File: config.mk
export PLATFORM = sky130hd
export DESIGN_NAME = slot_dispatch_seq
export DESIGN_NICKNAME = d
export VERILOG_FILES = /design/src/rtl/sds_pkg.sv /design/src/rtl/sds_word_split.sv /design/src/rtl/sds_order_plan.sv /design/src/rtl/sds_dispatch_fsm.sv /design/src/rtl/slot_dispatch_seq.sv
export SDC_FILE = /design/constraint.sdc
export NUM_CORES = 1
export LEC_CHECK = 0
export BUFFER_PORTS_ARGS = -buffer_cell sky130_fd_sc_hd__buf_2
export CAP_MARGIN = 30
export CELL_PAD_IN_SITES_DETAIL_PLACEMENT = 0
export CELL_PAD_IN_SITES_GLOBAL_PLACEMENT = 1
export CORE_MARGIN = 5
export CORE_UTILIZATION = 23
export CTS_BUF_LIST = sky130_fd_sc_hd__clkbuf_8
export CTS_CLUSTER_SIZE = 25
export DETAILED_ROUTE_END_ITERATION = 8
export PLACE_DENSITY_LB_ADDON = 0.2
export RECOVER_POWER = 50
export REMOVE_ABC_BUFFERS = 1
export SLEW_MARGIN = 20
export SYNTH_ARGS = -nofsm -noshare
export SYNTH_HDL_FRONTEND = slang
export SYNTH_SLANG_ARGS = --single-unit
File: constraint.sdc
create_clock -name clk -period 5.4 [get_ports clk]
set_input_delay 0.81 -clock clk [delete_from_list [all_inputs] [get_ports clk]]
set_output_delay 0.81 -clock clk [all_outputs]
set_load 0.01 [all_outputs]
File: src/rtl/sds_pkg.sv
package sds_pkg;

    localparam int EVT_N     = 11;
    localparam int EVT_IDX_W = $clog2(EVT_N);

    localparam logic [EVT_IDX_W-1:0] EV_LONG       = EVT_IDX_W'(0);
    localparam logic [EVT_IDX_W-1:0] EV_LEFT       = EVT_IDX_W'(1);
    localparam logic [EVT_IDX_W-1:0] EV_RIGHT      = EVT_IDX_W'(2);
    localparam logic [EVT_IDX_W-1:0] EV_LEFT_PAR   = EVT_IDX_W'(3);
    localparam logic [EVT_IDX_W-1:0] EV_RIGHT_PAR  = EVT_IDX_W'(4);
    localparam logic [EVT_IDX_W-1:0] EV_LEFT_TEST  = EVT_IDX_W'(5);
    localparam logic [EVT_IDX_W-1:0] EV_RIGHT_TEST = EVT_IDX_W'(6);
    localparam logic [EVT_IDX_W-1:0] EV_LEFT_EXEC  = EVT_IDX_W'(7);
    localparam logic [EVT_IDX_W-1:0] EV_RIGHT_EXEC = EVT_IDX_W'(8);
    localparam logic [EVT_IDX_W-1:0] EV_COND_TRUE  = EVT_IDX_W'(9);
    localparam logic [EVT_IDX_W-1:0] EV_COND_FALSE = EVT_IDX_W'(10);

    typedef enum logic [1:0] {
        SLOT_NONE  = 2'd0,
        SLOT_LONG  = 2'd1,
        SLOT_LEFT  = 2'd2,
        SLOT_RIGHT = 2'd3
    } slot_e;

    typedef enum logic [1:0] {
        KIND_LONG,
        KIND_SEQ,
        KIND_GUARD,
        KIND_PAR
    } kind_e;

    typedef enum logic [2:0] {
        ST_IDLE,
        ST_ISSUE_A,
        ST_WAIT_A,
        ST_ISSUE_B,
        ST_WAIT_B,
        ST_FINISH
    } state_e;

endpackage

File: src/rtl/sds_word_split.sv
module sds_word_split #(
    parameter int WORD_W = 32,
    parameter int SLOT_W = 15
) (
    input  logic [WORD_W-1:0] word,
    output logic [1:0]        fmt,
    output logic [WORD_W-3:0] long_pl,
    output logic [SLOT_W-1:0] left_pl,
    output logic [SLOT_W-1:0] right_pl
);
    localparam int BODY_W = WORD_W - 2;

    initial begin
        if (BODY_W != 2 * SLOT_W) $display("sds_word_split: body width must hold two slots");
    end

    always_comb begin
        fmt      = word[WORD_W-1:WORD_W-2];
        long_pl  = word[BODY_W-1:0];
        left_pl  = word[2*SLOT_W-1:SLOT_W];
        right_pl = word[SLOT_W-1:0];
    end
endmodule

File: src/rtl/sds_order_plan.sv
module sds_order_plan
    import sds_pkg::*;
(
    input  logic [1:0]           fmt,
    input  logic                 lcond,
    input  logic                 rcond,
    output kind_e                kind,
    output slot_e                first_slot,
    output slot_e                second_slot,
    output logic [EVT_IDX_W-1:0] first_evt,
    output logic [EVT_IDX_W-1:0] second_evt
);
    always_comb begin
        kind        = KIND_LONG;
        first_slot  = SLOT_LONG;
        second_slot = SLOT_NONE;
        first_evt   = EV_LONG;
        second_evt  = EV_LONG;
        unique case (fmt)
            2'b11: begin
                kind       = KIND_LONG;
                first_slot = SLOT_LONG;
                first_evt  = EV_LONG;
            end
            2'b01: begin
                kind        = KIND_SEQ;
                first_slot  = SLOT_LEFT;
                first_evt   = EV_LEFT;
                second_slot = SLOT_RIGHT;
                second_evt  = EV_RIGHT;
            end
            2'b10: begin
                kind        = KIND_SEQ;
                first_slot  = SLOT_RIGHT;
                first_evt   = EV_RIGHT;
                second_slot = SLOT_LEFT;
                second_evt  = EV_LEFT;
            end
            2'b00: begin
                if (lcond) begin
                    kind        = KIND_GUARD;
                    first_slot  = SLOT_LEFT;
                    first_evt   = EV_LEFT_TEST;
                    second_slot = SLOT_RIGHT;
                    second_evt  = EV_RIGHT_EXEC;
                end else if (rcond) begin
                    kind        = KIND_GUARD;
                    first_slot  = SLOT_RIGHT;
                    first_evt   = EV_RIGHT_TEST;
                    second_slot = SLOT_LEFT;
                    second_evt  = EV_LEFT_EXEC;
                end else begin
                    kind        = KIND_PAR;
                    first_slot  = SLOT_LEFT;
                    first_evt   = EV_LEFT_PAR;
                    second_slot = SLOT_RIGHT;
                    second_evt  = EV_RIGHT_PAR;
                end
            end
        endcase
    end
endmodule

File: src/rtl/sds_dispatch_fsm.sv
module sds_dispatch_fsm
    import sds_pkg::*;
(
    input  logic  clk,
    input  logic  rst_n,
    input  logic  word_valid,
    input  kind_e kind,
    input  logic  exec_done,
    input  logic  exec_pc_changed,
    input  logic  exec_exception,
    input  logic  exec_cond_flag,
    output logic  accept,
    output logic  word_ready,
    output logic  issue_a,
    output logic  issue_b,
    output logic  cond_true_p,
    output logic  cond_false_p,
    output logic  word_done
);
    state_e state, state_nx;
    logic   go_second;

    // decides whether the second slot may run, from the first slot's report
    always_comb begin
        unique case (kind)
            KIND_LONG:  go_second = 1'b0;
            KIND_SEQ:   go_second = !(exec_pc_changed || exec_exception);
            KIND_GUARD: go_second = exec_cond_flag;
            KIND_PAR:   go_second = !exec_exception;
        endcase
    end

    always_comb begin
        state_nx = state;
        unique case (state)
            ST_IDLE:    if (word_valid) state_nx = ST_ISSUE_A;
            ST_ISSUE_A: state_nx = ST_WAIT_A;
            ST_WAIT_A:  if (exec_done) state_nx = go_second ? ST_ISSUE_B : ST_FINISH;
            ST_ISSUE_B: state_nx = ST_WAIT_B;
            ST_WAIT_B:  if (exec_done) state_nx = ST_FINISH;
            ST_FINISH:  state_nx = ST_IDLE;
            default:    state_nx = ST_IDLE;
        endcase
    end

    always_ff @(posedge clk) begin
        if (!rst_n) state <= ST_IDLE;
        else        state <= state_nx;
    end

    always_comb begin
        accept       = 1'b0;
        word_ready   = 1'b0;
        issue_a      = 1'b0;
        issue_b      = 1'b0;
        cond_true_p  = 1'b0;
        cond_false_p = 1'b0;
        word_done    = 1'b0;
        unique case (state)
            ST_IDLE: begin
                word_ready = 1'b1;
                accept     = word_valid;
            end
            ST_ISSUE_A: issue_a = 1'b1;
            ST_WAIT_A: begin
                if (exec_done && kind == KIND_GUARD) begin
                    cond_true_p  = exec_cond_flag;
                    cond_false_p = !exec_cond_flag;
                end
            end
            ST_ISSUE_B: issue_b = 1'b1;
            ST_WAIT_B:  ;
            ST_FINISH:  word_done = 1'b1;
            default:    ;
        endcase
    end
endmodule

File: src/rtl/slot_dispatch_seq.sv
module slot_dispatch_seq
    import sds_pkg::*;
#(
    parameter int WORD_W = 32,
    parameter int SLOT_W = 15
) (
    input  logic              clk,
    input  logic              rst_n,
    input  logic              word_valid,
    input  logic [WORD_W-1:0] word_in,
    input  logic              left_is_cond,
    input  logic              right_is_cond,
    input  logic              exec_done,
    input  logic              exec_pc_changed,
    input  logic              exec_exception,
    input  logic              exec_cond_flag,
    output logic              word_ready,
    output logic              issue_long,
    output logic              issue_left,
    output logic              issue_right,
    output logic [1:0]        issue_slot,
    output logic [WORD_W-3:0] issue_payload,
    output logic [EVT_N-1:0]  event_pulse,
    output logic              word_done
);
    localparam int PL_W = WORD_W - 2;

    logic [WORD_W-1:0]    word_q;
    logic                 lcond_q, rcond_q;
    logic                 accept, issue_a, issue_b, cond_true_p, cond_false_p;
    logic [1:0]           fmt;
    logic [PL_W-1:0]      long_pl;
    logic [SLOT_W-1:0]    left_pl, right_pl;
    kind_e                kind;
    slot_e                first_slot, second_slot, cur_slot;
    logic [EVT_IDX_W-1:0] first_evt, second_evt;

    always_ff @(posedge clk) begin
        if (!rst_n) begin
            word_q  <= '0;
            lcond_q <= 1'b0;
            rcond_q <= 1'b0;
        end else if (accept) begin
            word_q  <= word_in;
            lcond_q <= left_is_cond;
            rcond_q <= right_is_cond;
        end
    end

    sds_word_split #(.WORD_W(WORD_W), .SLOT_W(SLOT_W)) u_split (
        .word     (word_q),
        .fmt      (fmt),
        .long_pl  (long_pl),
        .left_pl  (left_pl),
        .right_pl (right_pl)
    );

    sds_order_plan u_plan (
        .fmt         (fmt),
        .lcond       (lcond_q),
        .rcond       (rcond_q),
        .kind        (kind),
        .first_slot  (first_slot),
        .second_slot (second_slot),
        .first_evt   (first_evt),
        .second_evt  (second_evt)
    );

    sds_dispatch_fsm u_fsm (
        .clk             (clk),
        .rst_n           (rst_n),
        .word_valid      (word_valid),
        .kind            (kind),
        .exec_done       (exec_done),
        .exec_pc_changed (exec_pc_changed),
        .exec_exception  (exec_exception),
        .exec_cond_flag  (exec_cond_flag),
        .accept          (accept),
        .word_ready      (word_ready),
        .issue_a         (issue_a),
        .issue_b         (issue_b),
        .cond_true_p     (cond_true_p),
        .cond_false_p    (cond_false_p),
        .word_done       (word_done)
    );

    always_comb begin
        if (issue_a)      cur_slot = first_slot;
        else if (issue_b) cur_slot = second_slot;
        else              cur_slot = SLOT_NONE;
    end

    always_comb begin
        issue_slot    = cur_slot;
        issue_long    = (cur_slot == SLOT_LONG);
        issue_left    = (cur_slot == SLOT_LEFT);
        issue_right   = (cur_slot == SLOT_RIGHT);
        unique case (cur_slot)
            SLOT_LONG:  issue_payload = long_pl;
            SLOT_LEFT:  issue_payload = PL_W'(left_pl);
            SLOT_RIGHT: issue_payload = PL_W'(right_pl);
            default:    issue_payload = '0;
        endcase
    end

    for (genvar g = 0; g < EVT_N; g++) begin : g_evt
        if (g == int'(EV_COND_TRUE)) begin : g_true
            assign event_pulse[g] = cond_true_p;
        end else if (g == int'(EV_COND_FALSE)) begin : g_false
            assign event_pulse[g] = cond_false_p;
        end else begin : g_issue
            assign event_pulse[g] = (issue_a && first_evt  == EVT_IDX_W'(g)) ||
                                    (issue_b && second_evt == EVT_IDX_W'(g));
        end
    end
endmodule

---- Yosys cells after proc, flatten, opt, wreduce, memory -nomap -nowiden ----
Index checks and enable logic that the tools add are counted.
operators by class
  eq/ne operators ......................... 33
  multiplexer cells ....................... 32
  add/sub/neg operators ................... 0
  divide/modulo/power cells ............... 0
  shifts and indexed selects .............. 0
  $lt $le $gt $ge ......................... 0
  $mul .................................... 0
  reduce and logical (&&, ||, !) cells .... 39
  bitwise logic cells ..................... 0
operators by type and width
  operator              count
  $pmux W30 S3          1
  $eq A4 B3 Y1 const B  8
  $logic_and A1 B1 Y1   19
  $eq A4 B2 Y1 const B  4
  $pmux W4 S4           1
  $mux W3               5
  $pmux W3 S5           1
  $eq A2 B2 Y1 const B  6
  $mux W2               6
  $pmux W2 S3           2
  $pmux W4 S3           1
  $mux W1               11
  $logic_or A1 B1 Y1    10
  $eq A4 B1 Y1 const B  2
  $eq A4 B4 Y1 const B  2
  $logic_not A4 Y1      2
  $mux W4               2
  $pmux W2 S4           1
  $eq A2 B1 Y1 const B  3
  $eq A3 B2 Y1 const B  2
  $eq A3 B3 Y1 const B  2
  $ne A2 B2 Y1 const B  3
  $logic_not A2 Y1      2
  $pmux W1 S4           1
  5 further kinds       7
word-level totals
  output and inout port bits .............. 48
  memory bits (read-only) ................. 0
  register bits ........................... 37
  logic and storage cells ................. 108
  latch bits .............................. 0
  input bits .............................. 41
  RAM bits ................................ 0
  memories kept ........................... 0

---- Depth between registers and ports, before layout ----
Gate-level depths: netlist of run 1.
  depth after elaboration ................. 8
  depth in mapped cells ................... 8
  gate-level depth less buffers ........... 6

---- Modules after synthesis ----
From an unflattened synthesis of run 1, not the netlist that was laid out.
second synthesis, totals
  cell total of the unflattened synthesis .. 315
  area, all modules ....................... 2907.8 µm²
modules (own cells, without submodules)
  module             area an instance (µm²)  cells each  times used  sequential area each (µm²)
  slot_dispatch_seq  1961.9                  196         1           680.7
  sds_word_split     465.4                   62          1           0.0
  sds_dispatch_fsm   275.3                   32          1           60.1
  sds_order_plan     205.2                   25          1           0.0

---- Worst setup path after synthesis of run 1 ----
No wires, ideal clock.
  path kind ............................... register to output
  start ................................... register word_q[31]
  end ..................................... output port issue_payload[10]
  path buffers ............................ 2
  cell stages (with the launch flop) ...... 9
  setup slack ............................. 2.674 ns
  data required time ...................... 4.590 ns
  arrival time ............................ 1.916 ns
  cells stage by stage .................... dfxtp_1 -> buf_2 -> inv_1 -> ha_1 -> nand3b_2 -> o211a_1 -> a211oi_4 -> buf_6 -> o2bb2ai_1
on the way
  word-level cells in the longest chain between the ends .. 6
  elaborated cells between the ends (all ways) .. 12
  classes of those cells .................. eq/ne (6); mux (5); reduce/logical (1)
ends and longest elaborated chain
  element                                              line                     source
  from (decl)                                          slot_dispatch_seq.sv:28  logic [WORD_W-1:0] word_q;
  from (signal assigned)                               slot_dispatch_seq.sv:44  word_q <= word_in;
  $eq A2 B2 Y1, or another cell as far along           sds_order_plan.sv:19     unique case (fmt)
  $pmux W2 S3                                          sds_order_plan.sv:19
  $mux W2                                              slot_dispatch_seq.sv:89  else if (issue_b) cur_slot = second_slot;
  $mux W2 (*)                                          slot_dispatch_seq.sv:88  if (issue_a) cur_slot = first_slot;
  via issue_slot[0]                                    slot_dispatch_seq.sv:21  output logic [1:0] issue_slot,
  $eq A2 B2 Y1 / $eq A2 B1 Y1 (equally long branches)  slot_dispatch_seq.sv:98  unique case (cur_slot)
  $pmux W30 S3 (*)                                     slot_dispatch_seq.sv:98
  to (decl)                                            slot_dispatch_seq.sv:22  output logic [WORD_W-3:0] issue_payload,
Mark *: on every way through the listed nets, which the timed path passes. The rest lies on a longest branch.

---- Final worst setup path of run 1 ----
  start ................................... register word_q[31]
  end ..................................... output port issue_payload[3]
on the way
  word-level cells in the longest chain between the ends .. 6
  elaborated cells between the ends (all ways) .. 12
  classes of those cells .................. eq/ne (6); mux (5); reduce/logical (1)
ends and longest elaborated chain
  element                                              line
  $eq A2 B2 Y1, or another cell as far along           sds_order_plan.sv:19
  $pmux W2 S3                                          sds_order_plan.sv:19
  $mux W2                                              slot_dispatch_seq.sv:89
  $mux W2 (*)                                          slot_dispatch_seq.sv:88
  $eq A2 B2 Y1 / $eq A2 B1 Y1 (equally long branches)  slot_dispatch_seq.sv:98
  $pmux W30 S3 (*)                                     slot_dispatch_seq.sv:98
Mark *: on every way between the ends. The rest lies on a longest branch, timed or not.

==> results of run 1 <==
==> kinds of logic after synthesis <==
group,share of synthesized area
mux,0.0131
simple gates,0.300
fa+ha+maj,0.0328
buf+inv,0.0715
flops,0.323
compound gates,0.259
==> Yosys cell counts (all sizes together), types with 2 or more instances <==
cell type / count
inv: 8
nand3: 16
nand2: 73
ha: 6
a21oi: 7
mux2i: 3
o21a: 2
nor2: 15
a21boi: 35
a31oi: 2
nor3b: 4
dfxtp: 37
nor3: 5
o21ai: 7
and3: 16
buf: 16
nand2b: 5
nor2b: 2
clkbuf: 10
o2bb2ai: 15
==> how the worst min path moves through the flow <==
stage                           end  slack, ns  cells after the start
after floorplan           word_q[3]       0.44                      2
final                     word_q[8]       0.46                      2
after CTS                 word_q[3]       0.46                      2
after detailed placement  word_q[3]       0.45                      2
after global routing      word_q[8]       0.48                      2
after global placement    word_q[3]       0.45                      2
==> power by group through the flow <==
stage	registers (mW)	clock network, mW	logic, mW
global route	0.334	0.204	0.243
floorplan	0.327	0	0.138
CTS	0.329	0.196	0.223
finish	0.329	0.184	0.215
detailed placement	0.335	0	0.222
global placement	0.335	0	0.221
==> per-stage QoR <==
stage / utilization / setup slack, ns / std cells / total power [mW] / instance area (sq um)
after detailed placement: 0.287 / 1.89 / 498 / 0.557 / 2790
final: 0.294 / 1.59 / 506 / 0.728 / 2860
after floorplan: - / 2.63 / 274 / 0.464 / 2160
after global placement: 0.287 / 2.00 / 498 / 0.556 / 2790
after global routing: 0.294 / 1.35 / 506 / 0.782 / 2860
after CTS: 0.295 / 1.56 / 506 / 0.747 / 2870
==> worst min-delay path: stages, from the launching register on <==
cell and delay (ns):
dfxtp_1 0.32, nand2_1 0.05, a21boi_1 0.05
==> cell type report <==
cell class,count,area [sq um],share of cell area
inverters,8,30.0,0.0105
clock inverters,3,11.3,0.00393
well taps,133,166,0.0581
multi-input cells,229,1390,0.487
flip-flops and latches,37,741,0.259
repair buffers,91,453,0.158
clock buffers,5,68.8,0.0240
==> cell usage in the layout, fill, tap and decap left out, types with 2 or more instances in the layout <==
| master | synthesis | final |
|---|---|---|
| buf_4 | 4 | 2 |
| inv_1 | 8 | 11 |
| a21oi_1 | 6 | 6 |
| nor2b_1 | 2 | 2 |
| clkbuf_1 | 10 | 6 |
| and3_1 | 16 | 16 |
| buf_2 | 11 | 83 |
| a21boi_0 | 32 | 34 |
| dfxtp_1 | 37 | 37 |
| nor2_1 | 14 | 14 |
| nand3_1 | 16 | 16 |
| ha_1 | 6 | 6 |
| nor3b_1 | 4 | 4 |
| o21a_1 | 2 | 2 |
| nand2_1 | 73 | 73 |
| nand2b_1 | 5 | 5 |
| clkbuf_8 | 0 | 5 |
| nor3_1 | 4 | 4 |
| o2bb2ai_1 | 15 | 15 |
| o21ai_0 | 7 | 7 |
| mux2i_1 | 3 | 3 |
==> flip-flops by register name, summed over array words and instances (netlist names) <==
name / flops
word_q: 32
lcond_q: 1
u_fsm.state: 3
rcond_q: 1
==> layer usage <==
layer  part of all wire  global-route usage
met3              0.088              0.0505
met1               0.47               0.164
met4             0.0099              0.0294
met5             0.0014                   0
met2               0.43               0.206
==> impl_metrics.json, run 1 <==
{
  "status": "finished with violations",
  "violations": "capacitance limit, slew limit",
  "syn_to_final_growth_pct": 24.9,
  "clk_pin_slew_worst_paths_ns": 0.07,
  "fmax_mhz": 262,
  "antenna_found_initial": 1,
  "yosys.area.top_type": "dfxtp_1",
  "ys_warn_count": 0,
  "syn_inst": 300,
  "netlist_area_sq_um": 2290,
  "switchingPower_uw": 267,
  "drv_slew": 35,
  "clk_latency_ns": 0.28,
  "slew_headroom": -0.127,
  "nFillCells": 1118,
  "cts_made_buffers": 5,
  "peakVddDrop_mv": 0.111,
  "grt_overflow": 0,
  "layout_worst_path_cycle_share": 0.706,
  "postRouteAntennaNets": 0,
  "rows": 36,
  "rsz0062_at_grt": "no",
  "finalWorstPathRequiredPeriod_ns": 3.81,
  "synthTopCellsByArea": "dfxtp_1 32%, nand2_1 12%, a21boi_0 10%, o2bb2ai_1 5.7%, and3_1 4.4%",
  "power_density_nw_per_um2": 254,
  "vias": 2286,
  "synth_area_per_cell_sq_um": 7.64,
  "drive_gt1_frac": 0.260,
  "worst_path_max_delay_cell": "ha_1",
  "r2r_setup_slack_ns": 2.60,
  "cts_tree": "built",
  "core_area_sq_um": 9730,
  "cp-start-kind": "register",
  "synth_edf_count": 0,
  "drcViolationCount": 0,
  "clockRootBuffer": "clkbuf_8",
  "num_antenna_cells": 0,
  "critPathMaxFanout": 22,
  "port_buffers": 88,
  "arrival_ns": 3.00,
  "hold_class": "reg2reg",
  "io_pins": 89,
  "reg2reg_to": "word_q[17]",
  "cp.depth": 6,
  "start_util": 0.236,
  "viasPerCell": 4.52,
  "die_h_microns": 110,
  "critPathLaunch": "word_q[31]",
  "ctsHoldBuffers": 0,
  "dp_hpwl_microns": 5180,
  "r2r_start": "u_fsm.state[1]",
  "grt_usage": 0.129,
  "dr.first_iter.drc_count": 85,
  "post_cts_resized": 0,
  "die-area_sq_um": 12100,
  "tns_ns": 0,
  "wirelength_microns": 7650,
  "endpoint": "issue_payload[3]",
  "whs_ns": 0.459,
  "leakage_nw": 1.28,
  "ys_ff_latch": 37,
  "die_w_microns": 110,
  "cp-end-kind": "output port",
  "pwr-share-clk": 0.253,
  "yosysSeqAreaShare": 0.323,
  "reg2regPathDepth": 5,
  "path_class": "reg2out",
  "crit_chain": "ha_1, nor2_1, o211a_1, a211oi_4, o2bb2ai_1, buf_2",
  "pwr-share-seq": 0.451,
  "p_int_uw": 462,
  "async_flop_share": 0,
  "fin_nets": 419,
  "setup_viol_count_final": 0,
  "fin_skew_ns": 0.00267,
  "grt_pass1_vias": 2310,
  "hold_viol_final": 0,
  "synth.top_cell.area_share": 0.323,
  "required_ns": 4.59,
  "cts_sinks": 37,
  "drv_cap": 1,
  "synth_top_flop_cell": "dfxtp_1",
  "cpPeakStageDelay_ns": 0.75,
  "comb_power_share": 0.296,
  "synthDistinctLibCells": 43,
  "firstDrtPassIters": 4,
  "switching_share": 0.366,
  "wl_per_cell_microns": 15.1,
  "cts_setup_buffers": 0,
  "crit_buf_inv": 1,
  "tightest_slew_ns": 1.69,
  "grt_pass1_wl_microns": 12100,
  "h-tree-depth": 2,
  "worstHoldStart": "word_q[8]",
  "clockBufferDepth": 2,
  "gp_congestion": 0.728,
  "crit_family": "compound AO/OA/AOI/OAI gates",
  "grt_max_degree": 39
}
(Power assumes the default switching activity.)
==> inputs of run 2 (changes only) <==
--- a/config.mk
+++ b/config.mk
@@ -5,6 +5,7 @@
 export SDC_FILE = /design/constraint.sdc
 export NUM_CORES = 1
 export LEC_CHECK = 0
+export ABC_AREA = 1
 export BUFFER_PORTS_ARGS = -buffer_cell sky130_fd_sc_hd__buf_2
 export CAP_MARGIN = 30
 export CELL_PAD_IN_SITES_DETAIL_PLACEMENT = 0
==> constraint.sdc (replaced) <==
create_clock -name clk -period 3.8 [get_ports clk]
set_input_delay 0.57 -clock clk [delete_from_list [all_inputs] [get_ports clk]]
set_output_delay 0.57 -clock clk [all_outputs]
set_load 0.01 [all_outputs]
==> impl_metrics.json, run 2 <==
{
  "ctsHoldBuffers": 0,
  "cts_sinks": 37,
  "drv_cap": 1,
  "largest_reg_flops": 32,
  "switching_share": 0.456,
  "layout_worst_path_cycle_share": 0.839,
  "cts_setup_buffers": 0,
  "met3_usage": 0.0370,
  "die_w_microns": 105,
  "antenna_found_initial": 1,
  "h-tree-depth": 2,
  "cp_common_cell": "nand2_1",
  "grt_pass1_wl_microns": 10800,
  "power_density_nw_per_um2": 638,
  "yosys.area.top_type": "dfxtp_1",
  "ys_warn_count": 0,
  "cp-end-kind": "output port",
  "clk_pin_slew_worst_paths_ns": 0.07,
  "seq_area_sq_um": 741,
  "syn_to_final_growth_pct": 28.5,
  "netlist_area_sq_um": 2080,
  "status": "finished with violations",
  "synth_area_per_cell_sq_um": 6.54,
  "fmax_mhz": 314,
  "synth.top_cell.area_share": 0.356,
  "firstDrtPassIters": 4,
  "drv_slew": 40,
  "switchingPower_uw": 778,
  "grt_overflow": 0,
  "io_pins": 89,
  "synthTopCellsByCount": "87 x nand2_1, 38 x a21oi_1, 37 x dfxtp_1",
  "start_util": 0.237,
  "pwr-share-clk": 0.194,
  "gp_congestion": 0.808,
  "leakage_nw": 1.30,
  "synth_edf_count": 0,
  "grt_usage": 0.120,
  "cts_tree": "built",
  "cpPeakStageDelay_ns": 0.34,
  "setup_viol_count_final": 0,
  "required_ns": 3.23,
  "layout_commonest_cell": "nand2_1",
  "post_cts_resized": 0,
  "drcViolationCount": 0,
  "worst_path_max_delay_cell": "dfxtp_1",
  "clk_latency_ns": 0.29,
  "ys_ff_latch": 37,
  "finalWorstPathRequiredPeriod_ns": 3.19,
  "wl_per_cell_microns": 13.1,
  "grt_pass1_vias": 2199,
  "yosysMostFrequentCell": "nand2_1",
  "synth_top_flop_cell": "dfxtp_1",
  "yosysSeqAreaShare": 0.356,
  "hold_class": "reg2reg",
  "num_antenna_cells": 0,
  "rows": 34,
  "synthDistinctLibCells": 29,
  "viasPerCell": 4.34,
  "die-area_sq_um": 11000,
  "postRouteAntennaNets": 0,
  "comb_power_share": 0.481,
  "path_class": "reg2out",
  "synthTopCellsByArea": "dfxtp_1 36%, nand2_1 16%, a21oi_1 9.1%, inv_1 6.1%, o21ai_0 5.3%",
  "p_int_uw": 926,
  "grt_max_degree": 40,
  "wirelength_microns": 6640,
  "grt.met1_usage": 0.151,
  "rsz0062_at_grt": "no",
  "dp_hpwl_microns": 4920,
  "fin_nets": 445,
  "multi_input_area_sq_um": 1110,
  "cp-start-kind": "register",
  "regMostFlops": "word_q",
  "crit_family": "simple AND/OR/NAND/NOR gates",
  "cts_made_buffers": 5,
  "violations": "capacitance limit, slew limit",
  "tightest_slew_ns": 1.56,
  "drive_gt1_frac": 0.271,
  "core_area_sq_um": 8760,
  "die_h_microns": 105,
  "post-route-util": 0.305,
  "syn_inst": 318,
  "clockRootBuffer": "clkbuf_8",
  "nFillCells": 1010,
  "reg_top3": "word_q (32), u_fsm.state (3)",
  "async_flop_share": 0,
  "dr.first_iter.drc_count": 59,
  "critPathMaxFanout": 19,
  "slew_headroom": -0.0420,
  "vias": 2196,
  "crit_chain": "inv_1, ha_1, nand2_1, o21ai_2, nand2_2, nand2_1, nand2_1, o21ai_4, nand2_4, nor2_1, buf_2",
  "clockBufferDepth": 2,
  "pwr-share-seq": 0.325,
  "fin_ws_ns": 0.611,
  "grt_util_met2": 0.202,
  "crit_buf_inv": 2,
  "peakVddDrop_mv": 0.157,
  "port_buffers": 88,
  "tns_ns": 0,
  "hold_viol_final": 0,
  "arrival_ns": 2.62,
  "fin_skew_ns": 0.0111,
  "grt_busiest_layer": "met2",
  "mostFrequentLayoutCells": "87 x nand2_1, 81 x buf_2, 38 x a21oi_1, 37 x dfxtp_1, 35 x inv_1",
  "dp_slack_ns": 0.852
}
[run 2: metal layers]
metal	routed length, microns	vias to the layer above	share of wire
met2	3220	49	0.48
met1	2980	969	0.45
met4	41	2	0.0062
li1	-	1170	-
met5	13	-	0.0020
met3	394	6	0.059
[run 2: cell families (layout without fill, tap and decap cells)]
family / after synthesis / after routing / share of synthesized area
AND/OR/NAND/NOR: 150 / 150 / 0.312
AO/OA/AOI/OAI: 70 / 70 / 0.186
buffers and inverters: 55 / 135 / 0.110
flip-flops: 37 / 37 / 0.356
adder cells (fa/ha/maj): 6 / 6 / 0.0361
[run 2: worst paths after layout]
path         depth (start not counted)           start  slack [ns]                end
max                                 11      word_q[30]        0.61  issue_payload[17]
max reg2reg                          7  u_fsm.state[1]        0.77            rcond_q
min reg2reg                          2       word_q[1]        0.46          word_q[1]
min                                  2       word_q[1]        0.46          word_q[1]
[run 2: worst register-to-register path: cells and delay by family, from the launching register on]
kind / cells / cell delay (ns)
AOI/OAI and AO/OA: 2 / 0.40
buffers and inverters: 2 / 1.45
DFF: 1 / 0.46
and+or+nand+nor: 3 / 0.65
[run 2: through the flow]
stage	cell area, sq um	total power [mW]	hold WS (ns)	std cells
3_5_place_dp	2580	1.41	0.452	499
2_1_floorplan	2000	1.12	0.441	302
4_1_cts	2680	1.75	0.464	506
3_3_place_gp	2580	1.41	0.448	499
5_1_grt	2670	1.88	0.483	506
6_report	2670	1.70	0.463	506
[run 2: power groups by stage]
stage | Clock, mW | Sequential, mW | Combinational [mW]
final | 0.330 | 0.554 | 0.820
after global routing | 0.360 | 0.572 | 0.950
after CTS | 0.347 | 0.555 | 0.850
after detailed placement | 0 | 0.564 | 0.845
after global placement | 0 | 0.562 | 0.851
after floorplan | 0 | 0.548 | 0.575
[run 2: final cells by class]
| class | count | area share |
|---|---|---|
| Timing Repair Buffer | 89 | 0.163 |
| Multi-Input combinational cell | 226 | 0.415 |
| Inverter | 39 | 0.0548 |
| Sequential cell | 37 | 0.277 |
| Clock buffer | 5 | 0.0258 |
| Clock inverter | 2 | 0.0131 |
| Tap cell | 108 | 0.0506 |
